## config.mk

```make
export PLATFORM = sky130hd
export DESIGN_NAME = refresh_timer
export DESIGN_NICKNAME = d
export VERILOG_FILES = /design/src/rtl/refresh_timer_pkg.sv /design/src/rtl/refresh_rate_decode.sv /design/src/rtl/refresh_interval_counter.sv /design/src/rtl/refresh_pending_tracker.sv /design/src/rtl/refresh_timer.sv
export SDC_FILE = /design/constraint.sdc
export NUM_CORES = 1
export LEC_CHECK = 0
export CAP_MARGIN = 10
export CELL_PAD_IN_SITES_DETAIL_PLACEMENT = 0
export CELL_PAD_IN_SITES_GLOBAL_PLACEMENT = 2
export CORE_MARGIN = 1.5
export CORE_UTILIZATION = 32
export DETAILED_ROUTE_END_ITERATION = 12
export PLACE_DENSITY_LB_ADDON = 0.1
export SLEW_MARGIN = 40
export SYNTH_ARGS = -nofsm -noshare
export SYNTH_HDL_FRONTEND = slang
export SYNTH_SLANG_ARGS = --single-unit
```

## constraint.sdc

```tcl
create_clock -name clk -period 5.7 [get_ports clk]
set_clock_uncertainty 0.1 [all_clocks]
set_input_delay 0.855 -clock clk [delete_from_list [all_inputs] [get_ports clk]]
set_output_delay 0.855 -clock clk [all_outputs]
set_load 0.05 [all_outputs]
```

## src/rtl/refresh_timer_pkg.sv

```systemverilog
package refresh_timer_pkg;

  typedef enum logic [2:0] {
    RATE_OFF  = 3'd0,
    RATE_X1   = 3'd1,
    RATE_X2   = 3'd2,
    RATE_X4   = 3'd3,
    RATE_X8   = 3'd4,
    RATE_X16  = 3'd5,
    RATE_RSV6 = 3'd6,
    RATE_RSV7 = 3'd7
  } rate_e;

  localparam logic [1:0] FREQ_FAST = 2'b00;
  localparam logic [1:0] FREQ_SLOW = 2'b10;

  // Largest shift applied to the base period (code RATE_X16).
  localparam int MAX_SHIFT = 4;

  function automatic logic rate_is_live(input logic [2:0] code);
    return (code >= 3'(RATE_X1)) && (code <= 3'(RATE_X16));
  endfunction

  function automatic logic freq_is_live(input logic [1:0] f);
    return (f == FREQ_FAST) || (f == FREQ_SLOW);
  endfunction

endpackage

```

## src/rtl/refresh_rate_decode.sv

```systemverilog
module refresh_rate_decode
  import refresh_timer_pkg::*;
#(
  parameter int BASE_FAST = 1560,
  parameter int BASE_SLOW = 1030,
  parameter int CNT_W     = 15
) (
  input  logic [2:0]       rate_code,
  input  logic [1:0]       freq_sel,
  output logic             cfg_live,
  output logic [CNT_W-1:0] reload_val
);

  logic [CNT_W:0] base_cycles;
  logic [CNT_W:0] span;
  logic [2:0]     shift_amt;

  always_comb begin
    cfg_live    = rate_is_live(rate_code) && freq_is_live(freq_sel);
    base_cycles = (freq_sel == FREQ_FAST) ? (CNT_W+1)'(BASE_FAST)
                                          : (CNT_W+1)'(BASE_SLOW);
    shift_amt   = cfg_live ? (rate_code - 3'd1) : 3'd0;
    span        = base_cycles << shift_amt;
    // Counter runs from span-1 down to zero, giving span cycles per expiry.
    reload_val  = cfg_live ? CNT_W'(span - (CNT_W+1)'(1)) : '0;
  end

endmodule

```

## src/rtl/refresh_interval_counter.sv

```systemverilog
module refresh_interval_counter #(
  parameter int CNT_W = 15
) (
  input  logic             clk,
  input  logic             rst_n,
  input  logic             run,
  input  logic [2:0]       rate_code,
  input  logic [1:0]       freq_sel,
  input  logic [CNT_W-1:0] reload_val,
  output logic             expire
);

  logic [CNT_W-1:0] remain;
  logic             run_q;
  logic [2:0]       rate_q;
  logic [1:0]       freq_q;
  logic             restart;

  always_comb begin
    restart = run && (!run_q || (rate_code != rate_q) || (freq_sel != freq_q));
    expire  = run && !restart && (remain == '0);
  end

  always_ff @(posedge clk) begin
    if (!rst_n) begin
      remain <= '0;
      run_q  <= 1'b0;
      rate_q <= '0;
      freq_q <= '0;
    end else begin
      run_q  <= run;
      rate_q <= rate_code;
      freq_q <= freq_sel;
      if (!run)
        remain <= '0;
      else if (restart || (remain == '0))
        remain <= reload_val;
      else
        remain <= remain - CNT_W'(1);
    end
  end

endmodule

```

## src/rtl/refresh_pending_tracker.sv

```systemverilog
module refresh_pending_tracker #(
  parameter int PEND_MAX = 8,
  parameter int PEND_W   = 4
) (
  input  logic              clk,
  input  logic              rst_n,
  input  logic              expire,
  input  logic              ack,
  output logic              req,
  output logic [PEND_W-1:0] count
);

  logic take;
  logic at_top;

  always_comb begin
    req    = (count != '0);
    take   = ack && req;
    at_top = (count == PEND_W'(PEND_MAX));
  end

  always_ff @(posedge clk) begin
    if (!rst_n) begin
      count <= '0;
    end else begin
      unique case ({expire, take})
        2'b10:   if (!at_top) count <= count + PEND_W'(1);
        2'b01:   count <= count - PEND_W'(1);
        default: count <= count;
      endcase
    end
  end

endmodule

```

## src/rtl/refresh_timer.sv

```systemverilog
module refresh_timer
  import refresh_timer_pkg::*;
#(
  parameter int BASE_FAST = 1560,
  parameter int BASE_SLOW = 1030,
  parameter int PEND_MAX  = 8
) (
  input  logic                          clk,
  input  logic                          rst_n,
  input  logic [2:0]                    rate_code,
  input  logic [1:0]                    freq_sel,
  input  logic                          refresh_en,
  input  logic                          refresh_ack,
  output logic                          refresh_req,
  output logic [$clog2(PEND_MAX+1)-1:0] pend_count
);

  localparam int BASE_MAX = (BASE_FAST > BASE_SLOW) ? BASE_FAST : BASE_SLOW;
  localparam int CNT_W    = $clog2(BASE_MAX << MAX_SHIFT);
  localparam int PEND_W   = $clog2(PEND_MAX + 1);

  logic             cfg_live;
  logic [CNT_W-1:0] reload_val;
  logic             run;
  logic             expire;

  refresh_rate_decode #(
    .BASE_FAST (BASE_FAST),
    .BASE_SLOW (BASE_SLOW),
    .CNT_W     (CNT_W)
  ) u_decode (
    .rate_code  (rate_code),
    .freq_sel   (freq_sel),
    .cfg_live   (cfg_live),
    .reload_val (reload_val)
  );

  assign run = cfg_live && refresh_en;

  refresh_interval_counter #(
    .CNT_W (CNT_W)
  ) u_counter (
    .clk        (clk),
    .rst_n      (rst_n),
    .run        (run),
    .rate_code  (rate_code),
    .freq_sel   (freq_sel),
    .reload_val (reload_val),
    .expire     (expire)
  );

  refresh_pending_tracker #(
    .PEND_MAX (PEND_MAX),
    .PEND_W   (PEND_W)
  ) u_pending (
    .clk    (clk),
    .rst_n  (rst_n),
    .expire (expire),
    .ack    (refresh_ack),
    .req    (refresh_req),
    .count  (pend_count)
  );

endmodule

```

==> results of run 1 <==
==> worst paths after layout <==
kind                        start  cells past startpoint                    to  slack, ns
max                  rate_code[1]                     17  u_counter.remain[13]       0.57
min          u_counter.remain[14]                      3  u_counter.remain[14]       0.47
max reg2reg   u_counter.remain[5]                     12    u_pending.count[3]       1.67
min reg2reg  u_counter.remain[14]                      3  u_counter.remain[14]       0.47
==> cell type report <==
class | count | share of cell area (%)
Multi-Input combinational cell | 209 | 61.9
Tap cell | 77 | 3.97
Sequential cell | 25 | 20.6
Inverter | 15 | 2.32
Timing Repair Buffer | 26 | 9.38
Clock buffer | 4 | 1.86
==> layer usage <==
metal  track usage (%)  vias up  share of wire [%]
met1              20.3      870                 51
met5                 0        -                  0
met4              5.07        0                1.6
li1                  -      980                  -
met3              1.57        6                1.7
met2              25.0       20                 46
==> worst reg2reg max path, cell delays in order, from the launching register on <==
cell and delay (ns):
dfxtp_1 0.35, or4_4 0.55, or3_4 0.36, or4b_1 0.51, or4_1 0.52, nand3_1 0.19
inv_1 0.08, ha_1 0.28, a21o_1 0.17, a21oi_1 0.26, nand3_1 0.11, and3_1 0.19
o31a_1 0.27
==> report_power, final <==
part           internal, W  switching [W]
clock            0.0000499      0.0000538
sequential        0.000187      0.0000105
combinational     0.000136       0.000183
==> synthesized netlist by cell type (all sizes together) (2+ instances only) <==
| master | instances |
|---|---|
| nand2 | 12 |
| nor3 | 9 |
| or3 | 8 |
| a21oi | 14 |
| mux2 | 2 |
| mux2i | 4 |
| a21o | 2 |
| a31oi | 2 |
| ha | 16 |
| and3 | 2 |
| or2 | 4 |
| nand2b | 2 |
| a2111oi | 4 |
| o211ai | 3 |
| nor3b | 2 |
| o31ai | 2 |
| nand3b | 3 |
| o22a | 3 |
| buf | 2 |
| o22ai | 7 |
| dfxtp | 25 |
| and2 | 6 |
| xor2 | 14 |
| o21ai | 12 |
| nor2 | 19 |
| or3b | 2 |
| or4 | 3 |
| nand4 | 2 |
| nand3 | 8 |
| nor4 | 5 |
| nor2b | 2 |
| inv | 15 |
| xnor2 | 17 |
| clkbuf | 12 |
| a211oi | 4 |
==> registers in the layout, indices dropped and copies added (netlist names) <==
register	flops
u_pending.count	4
u_counter.rate_q	3
u_counter.run_q	1
u_counter.remain	15
u_counter.freq_q	2
==> per-stage QoR <==
stage / util [%] / std cells / cell area [sq um]
2_1_floorplan: - / 263 / 2110
3_3_place_gp: 37.5 / 352 / 2380
3_5_place_dp: 37.5 / 352 / 2380
4_1_cts: 38.2 / 356 / 2430
5_1_grt: 38.2 / 356 / 2430
6_report: 38.2 / 356 / 2430
==> cell families (layout without fill, tap and decap cells) <==
| kind of cell | after synthesis | count (layout) | synth area share, % |
|---|---|---|---|
| compound gates | 65 | 65 | 21.6 |
| xor+xnor | 31 | 31 | 12.9 |
| fa+ha+maj | 17 | 17 | 10.4 |
| buf+inv | 29 | 45 | 5.21 |
| flops | 25 | 25 | 23.7 |
| mux | 6 | 6 | 2.96 |
| simple gates | 90 | 90 | 23.3 |
==> key figures, run 1 <==
Routing
  • DRC viols: 0
  • Initial drt markers: 60
  • Final WL: 5160 um
  • Avg WL per Cell: 14.5 um
  • TritonRoute pass-1 iters: 4
  • DR vias: 1876
  • Post-route ant nets: 0
  • Vias per cell: 5.27

Min path
  • Hold crit path type: reg -> reg

Yosys
  • Area fraction of the dominant cell type after synthesis: 23.7%
  • Cell variety after synth: 55
  • Seq/Total Area, Yosys: 23.7%
  • Syn_nets: 289
  • Most used DFF post-synth: dfxtp_1
  • Avg Synthesized Cell Area: 8.03 sq um
  • Post-Syn Area: 0.00211 sq mm
  • Share of flip-flops with an asynchronous set or reset: 0%
  • Yosys top cell by area: dfxtp_1
  • Top area cells in the synthesized netlist: dfxtp_1, ha_1, xnor2_1
  • Post-Syn Instances: 263
  • Synth Register Bits: 25
  • Syn. warnings: 0
  • Post-synth EDFFs: 0

Finish
  • Most frequent cells in the layout: dfxtp_1, nor2_1, xnor2_1, ha_1, inv_1
  • Fill cells: 671
  • Area growth syn-to-layout: 14.9%
  • Seq. cell area: 500 sq um
  • Antenna diode count: 0
  • Area of the multi-input gates: 0.00150 sq mm
  • Commonest non-fill, non-tap cell in the layout: dfxtp_1
  • Layout cell share with drive strength beyond 1: 10.0%
  • Nets: 306

Setup path
  • Critical Path RT: 5.73 ns
  • Largest delay contributor family on the critical path: compound AO/OA/AOI/OAI gates
  • CP peak stage delay: 0.58 ns
  • Crit path capture type: register
  • Crit-path max FO: 7
  • Most frequent CP cell: ha_1
  • WP data arrival: 5.16 ns
  • WP buf/inv: 3
  • Crit-path slowest cell: clkdlybuf4s50_1
  • CP Launch Type: input port
  • Crit Path Category: in -> reg
  • Worst path cell trace: clkdlybuf4s50_1, inv_1, ha_1, or2_2, a211oi_4, inv_1, ha_1, nand2_1, ha_1, or3b_2, a2111oi_0, a221oi_1, a2bb2oi_1, o211ai_1, a2111oi_1, xor2_1, o22ai_1

Timing
  • Setup_tns: 0 ns
  • Count of final max-slew check failures: 0
  • Final WS setup: 0.571 ns
  • Fin crit period: 5.13 ns
  • Final Setup Violations: 0
  • Slew @ Worst Pin: 0.803 ns
  • Hold_ws: 0.466 ns
  • Unrepaired setup endpoints after global routing: false
  • Fin crit share: 90.0%
  • Max frequency: 0.195 GHz
  • Hold Vio Cnt, Final: 0
  • Worst slew margin: 46.4%

Clock network
  • Clock Latency Late Sink: 0.26 ns
  • Largest buffer count on any clock path: 2
  • Clock transition at path regs: 0.08 ns
  • H-Tree Level Count: 1
  • CTS tree: built
  • Post-CTS Setup Inserts: 0
  • PostCTS Resize Cnt: 0
  • Post-CTS Hold Fix Bufs: 0
  • # clock sinks: 25
  • Num CTS Buffers: 3
  • Root Buffer: clkbuf_8

Status
  • Status: completed

Placement
  • Placement Setup Slack: 0.296 ns
  • Final Wtd Congestion: 0.827
  • Detailed placer's ending HPWL: 4120 um
  • Port Buffers: 13

Power
  • Leak: 0.970 nW
  • PwrDens: 255 mW/mm^2
  • Total power: 0.000619 W
  • Worst vdd ir: 227 uV

GRT
  • Global-route wire length before repair: 8830 um
  • Largest net degree at the start of global routing: 21
  • Antenna violations before repair: 0
  • Vias in the first global route: 1801
  • GRT Total Usage: 15.1%
  • GRT overflow: 0

Floorplan
  • Initial cell density of the core: 33.3%
  • Die W: 84.2 um
  • I/O pins: 14
  • Total number of placement rows: 29
  • Core ar.: 0.00635 sq mm
  • Die height: 84.2 um
  • Die footprint: 0.00710 sq mm

Run
  • Max cap viols: 0
Power figures use the tool's default switching activity.
==> run 2: changes to the inputs <==
Settings changed: CORE_MARGIN 1.5 to default, GPL_ROUTABILITY_DRIVEN from default to 0.
==> key figures, run 2 (synthesized netlist as in run 1, its figures left out) <==
Status
  • Status: completed (unchanged)

Clock network
  • Largest buffer count on any clock path: 2 (unchanged)
  • PostCTS Resize Cnt: 0 (unchanged)
  • Clock transition at path regs: 0.09 ns (was 0.08 ns)
  • Num CTS Buffers: 3 (unchanged)
  • Root Buffer: clkbuf_8 (unchanged)
  • Post-CTS Hold Fix Bufs: 0 (unchanged)
  • H-Tree Level Count: 1 (unchanged)
  • # clock sinks: 25 (unchanged)
  • Clock Latency Late Sink: 0.27 ns (was 0.26 ns)
  • CTS tree: built (unchanged)
  • Post-CTS Setup Inserts: 0 (unchanged)

Finish
  • Area growth syn-to-layout: 14.9% (unchanged)
  • Most flops, register: u_counter.remain (unchanged)
  • Most frequent cells in the layout: dfxtp_1, nor2_1, xnor2_1, ha_1, inv_1 (unchanged)
  • Biggest regs: u_counter.remain: 15 flops, u_pending.count: 4 flops, u_counter.rate_q: 3 flops (unchanged)
  • Max reg flops: 15 (unchanged)
  • Nets: 306 (unchanged)
  • Antenna diode count: 0 (unchanged)
  • Post-route cell area: 0.00243 sq mm (unchanged)
  • Layout cell share with drive strength beyond 1: 10.0% (unchanged)
  • Commonest non-fill, non-tap cell in the layout: dfxtp_1 (unchanged)

Power
  • Power Internal: 0.000372 W (was 0.000373 W)
  • Leak: 0.970 nW (unchanged)
  • Worst vdd ir: 235 uV (was 227 uV)
  • NetSw: 0.000248 W (was 0.000247 W)
  • Clk pwr share: 16.9% (was 16.7%)
  • PwrDens: 255 mW/mm^2 (about the same)
  • Sequential power share: 31.9% (about the same)
  • Sw Ratio: 39.9% (about the same)
  • Gate power share: 51.2% (was 51.4%)

Routing
  • Initial drt markers: 60 (unchanged)
  • TritonRoute pass-1 iters: 4 (unchanged)
  • Final WL: 5180 um (was 5160 um)
  • DRC viols: 0 (unchanged)
  • Vias per cell: 5.26 (was 5.27)
  • Avg WL per Cell: 14.6 um (was 14.5 um)
  • DR vias: 1874 (was 1876)
  • Post-route ant nets: 0 (unchanged)

Floorplan
  • Die height: 83.2 um (was 84.2 um)
  • Initial cell density of the core: 33.3% (unchanged)
  • I/O pins: 14 (unchanged)
  • Core ar.: 0.00635 sq mm (unchanged)
  • Total number of placement rows: 29 (unchanged)
  • Die W: 83.2 um (was 84.2 um)
  • Die footprint: 0.00693 sq mm (was 0.00710 sq mm)

Setup path
  • Reg2Reg Capture Point: u_pending.count[3] (unchanged)
  • Critical Path RT: 5.74 ns (was 5.73 ns)
  • Worst reg2reg setup slack: 1.63 ns (was 1.67 ns)
  • Crit Path Category: in -> reg (unchanged)
  • Crit-path max FO: 7 (unchanged)
  • Crit path capture type: register (unchanged)
  • R2r startpoint: u_counter.remain[4] (was u_counter.remain[5])
  • Worst setup startpoint: rate_code[1] (unchanged)
  • Reg2reg path depth: 12 (unchanged)
  • CP Launch Type: input port (unchanged)
  • WP data arrival: 5.16 ns (about the same)
  • Worst Setup EP: u_counter.remain[13] (unchanged)

Timing
  • Fin crit share: 90.0% (about the same)
  • Count of final max-slew check failures: 0 (unchanged)
  • Max frequency: 0.195 GHz (about the same)
  • Hold Vio Cnt, Final: 0 (unchanged)
  • Slew @ Worst Pin: 0.787 ns (was 0.803 ns)
  • Setup_tns: 0 ns (unchanged)
  • Final Setup Violations: 0 (unchanged)
  • Unrepaired setup endpoints after global routing: false (unchanged)
  • Fin crit period: 5.13 ns (about the same)
  • Worst slew margin: 47.5% (was 46.4%)

Run
  • Max cap viols: 0 (unchanged)

Placement
  • Port Buffers: 13 (unchanged)
  • Detailed placer's ending HPWL: 4090 um (was 4120 um)
  • Area after DPL: 0.00238 sq mm (unchanged)

GRT
  • Global-route wire length before repair: 8650 um (was 8830 um)
  • Largest net degree at the start of global routing: 21 (unchanged)
  • Antenna violations before repair: 0 (unchanged)
  • GRT Total Usage: 15.2% (was 15.1%)
  • GRT overflow: 0 (unchanged)
  • Vias in the first global route: 1766 (was 1801)

Min path
  • Hold crit path type: reg -> reg (unchanged)
  • Worst hold stages: 3 (unchanged)
run 2: per-layer routing:
metal  global-route usage (%)  vias to the layer above  part of all wire [%]  wire (um)
li1                         -                      977                     -          -
met1                     20.7                      874                    51       2660
met2                     25.6                       16                    46       2380
met3                     1.29                        7                   1.3         65
met4                     4.39                        0                   1.6         84
met5                        0                        -                     0          0
run 2: final cells by class:
type	instances	area, sq um
Timing Repair Buffer	26	228
Inverter	15	56.3
Clock buffer	4	45.0
Tap cell	77	96.3
Multi-Input combinational cell	209	1500
Sequential cell	25	500
Fill cell	667	3920
run 2: worst min-delay path by stage:
stage                                    start                   end
after global routing      u_counter.remain[14]  u_counter.remain[14]
after floorplan           u_counter.remain[14]  u_counter.remain[14]
after CTS                 u_counter.remain[14]  u_counter.remain[14]
after global placement    u_counter.remain[14]  u_counter.remain[14]
final                     u_counter.remain[14]  u_counter.remain[14]
after detailed placement  u_counter.remain[14]  u_counter.remain[14]
run 2: per-stage QoR:
stage | util (%) | hold slack (ns) | setup slack [ns] | power (W) | std cells
floorplan | - | 0.427 | 0.593 | 0.000436 | 263
detailed placement | 37.5 | 0.456 | 0.271 | 0.000519 | 352
CTS | 38.2 | 0.470 | 0.565 | 0.000627 | 356
global placement | 37.5 | 0.452 | 0.379 | 0.000523 | 352
finish | 38.2 | 0.464 | 0.573 | 0.000620 | 356
global route | 38.2 | 0.504 | 0.277 | 0.000666 | 356
run 2: power by group through the flow:
stage               sequential, W  combinational (W)  clock [W]
floorplan                0.000222           0.000213          0
global placement         0.000202           0.000320          0
detailed placement       0.000202           0.000317          0
CTS                      0.000198           0.000319   0.000110
global route             0.000200           0.000349   0.000116
finish                   0.000198           0.000317   0.000105
run 2: worst max-delay path: stages:
cell             delay (ns)
clkdlybuf4s50_1        0.59
inv_1                  0.09
ha_1                   0.36
or2_2                  0.34
a211oi_4               0.18
inv_1                  0.10
ha_1                   0.23
nand2_1                0.08
ha_1                   0.16
or3b_2                 0.43
a2111oi_0              0.36
a221oi_1               0.14
a2bb2oi_1              0.30
o211ai_1               0.21
a2111oi_1              0.48
xor2_1                 0.19
o22ai_1                0.08
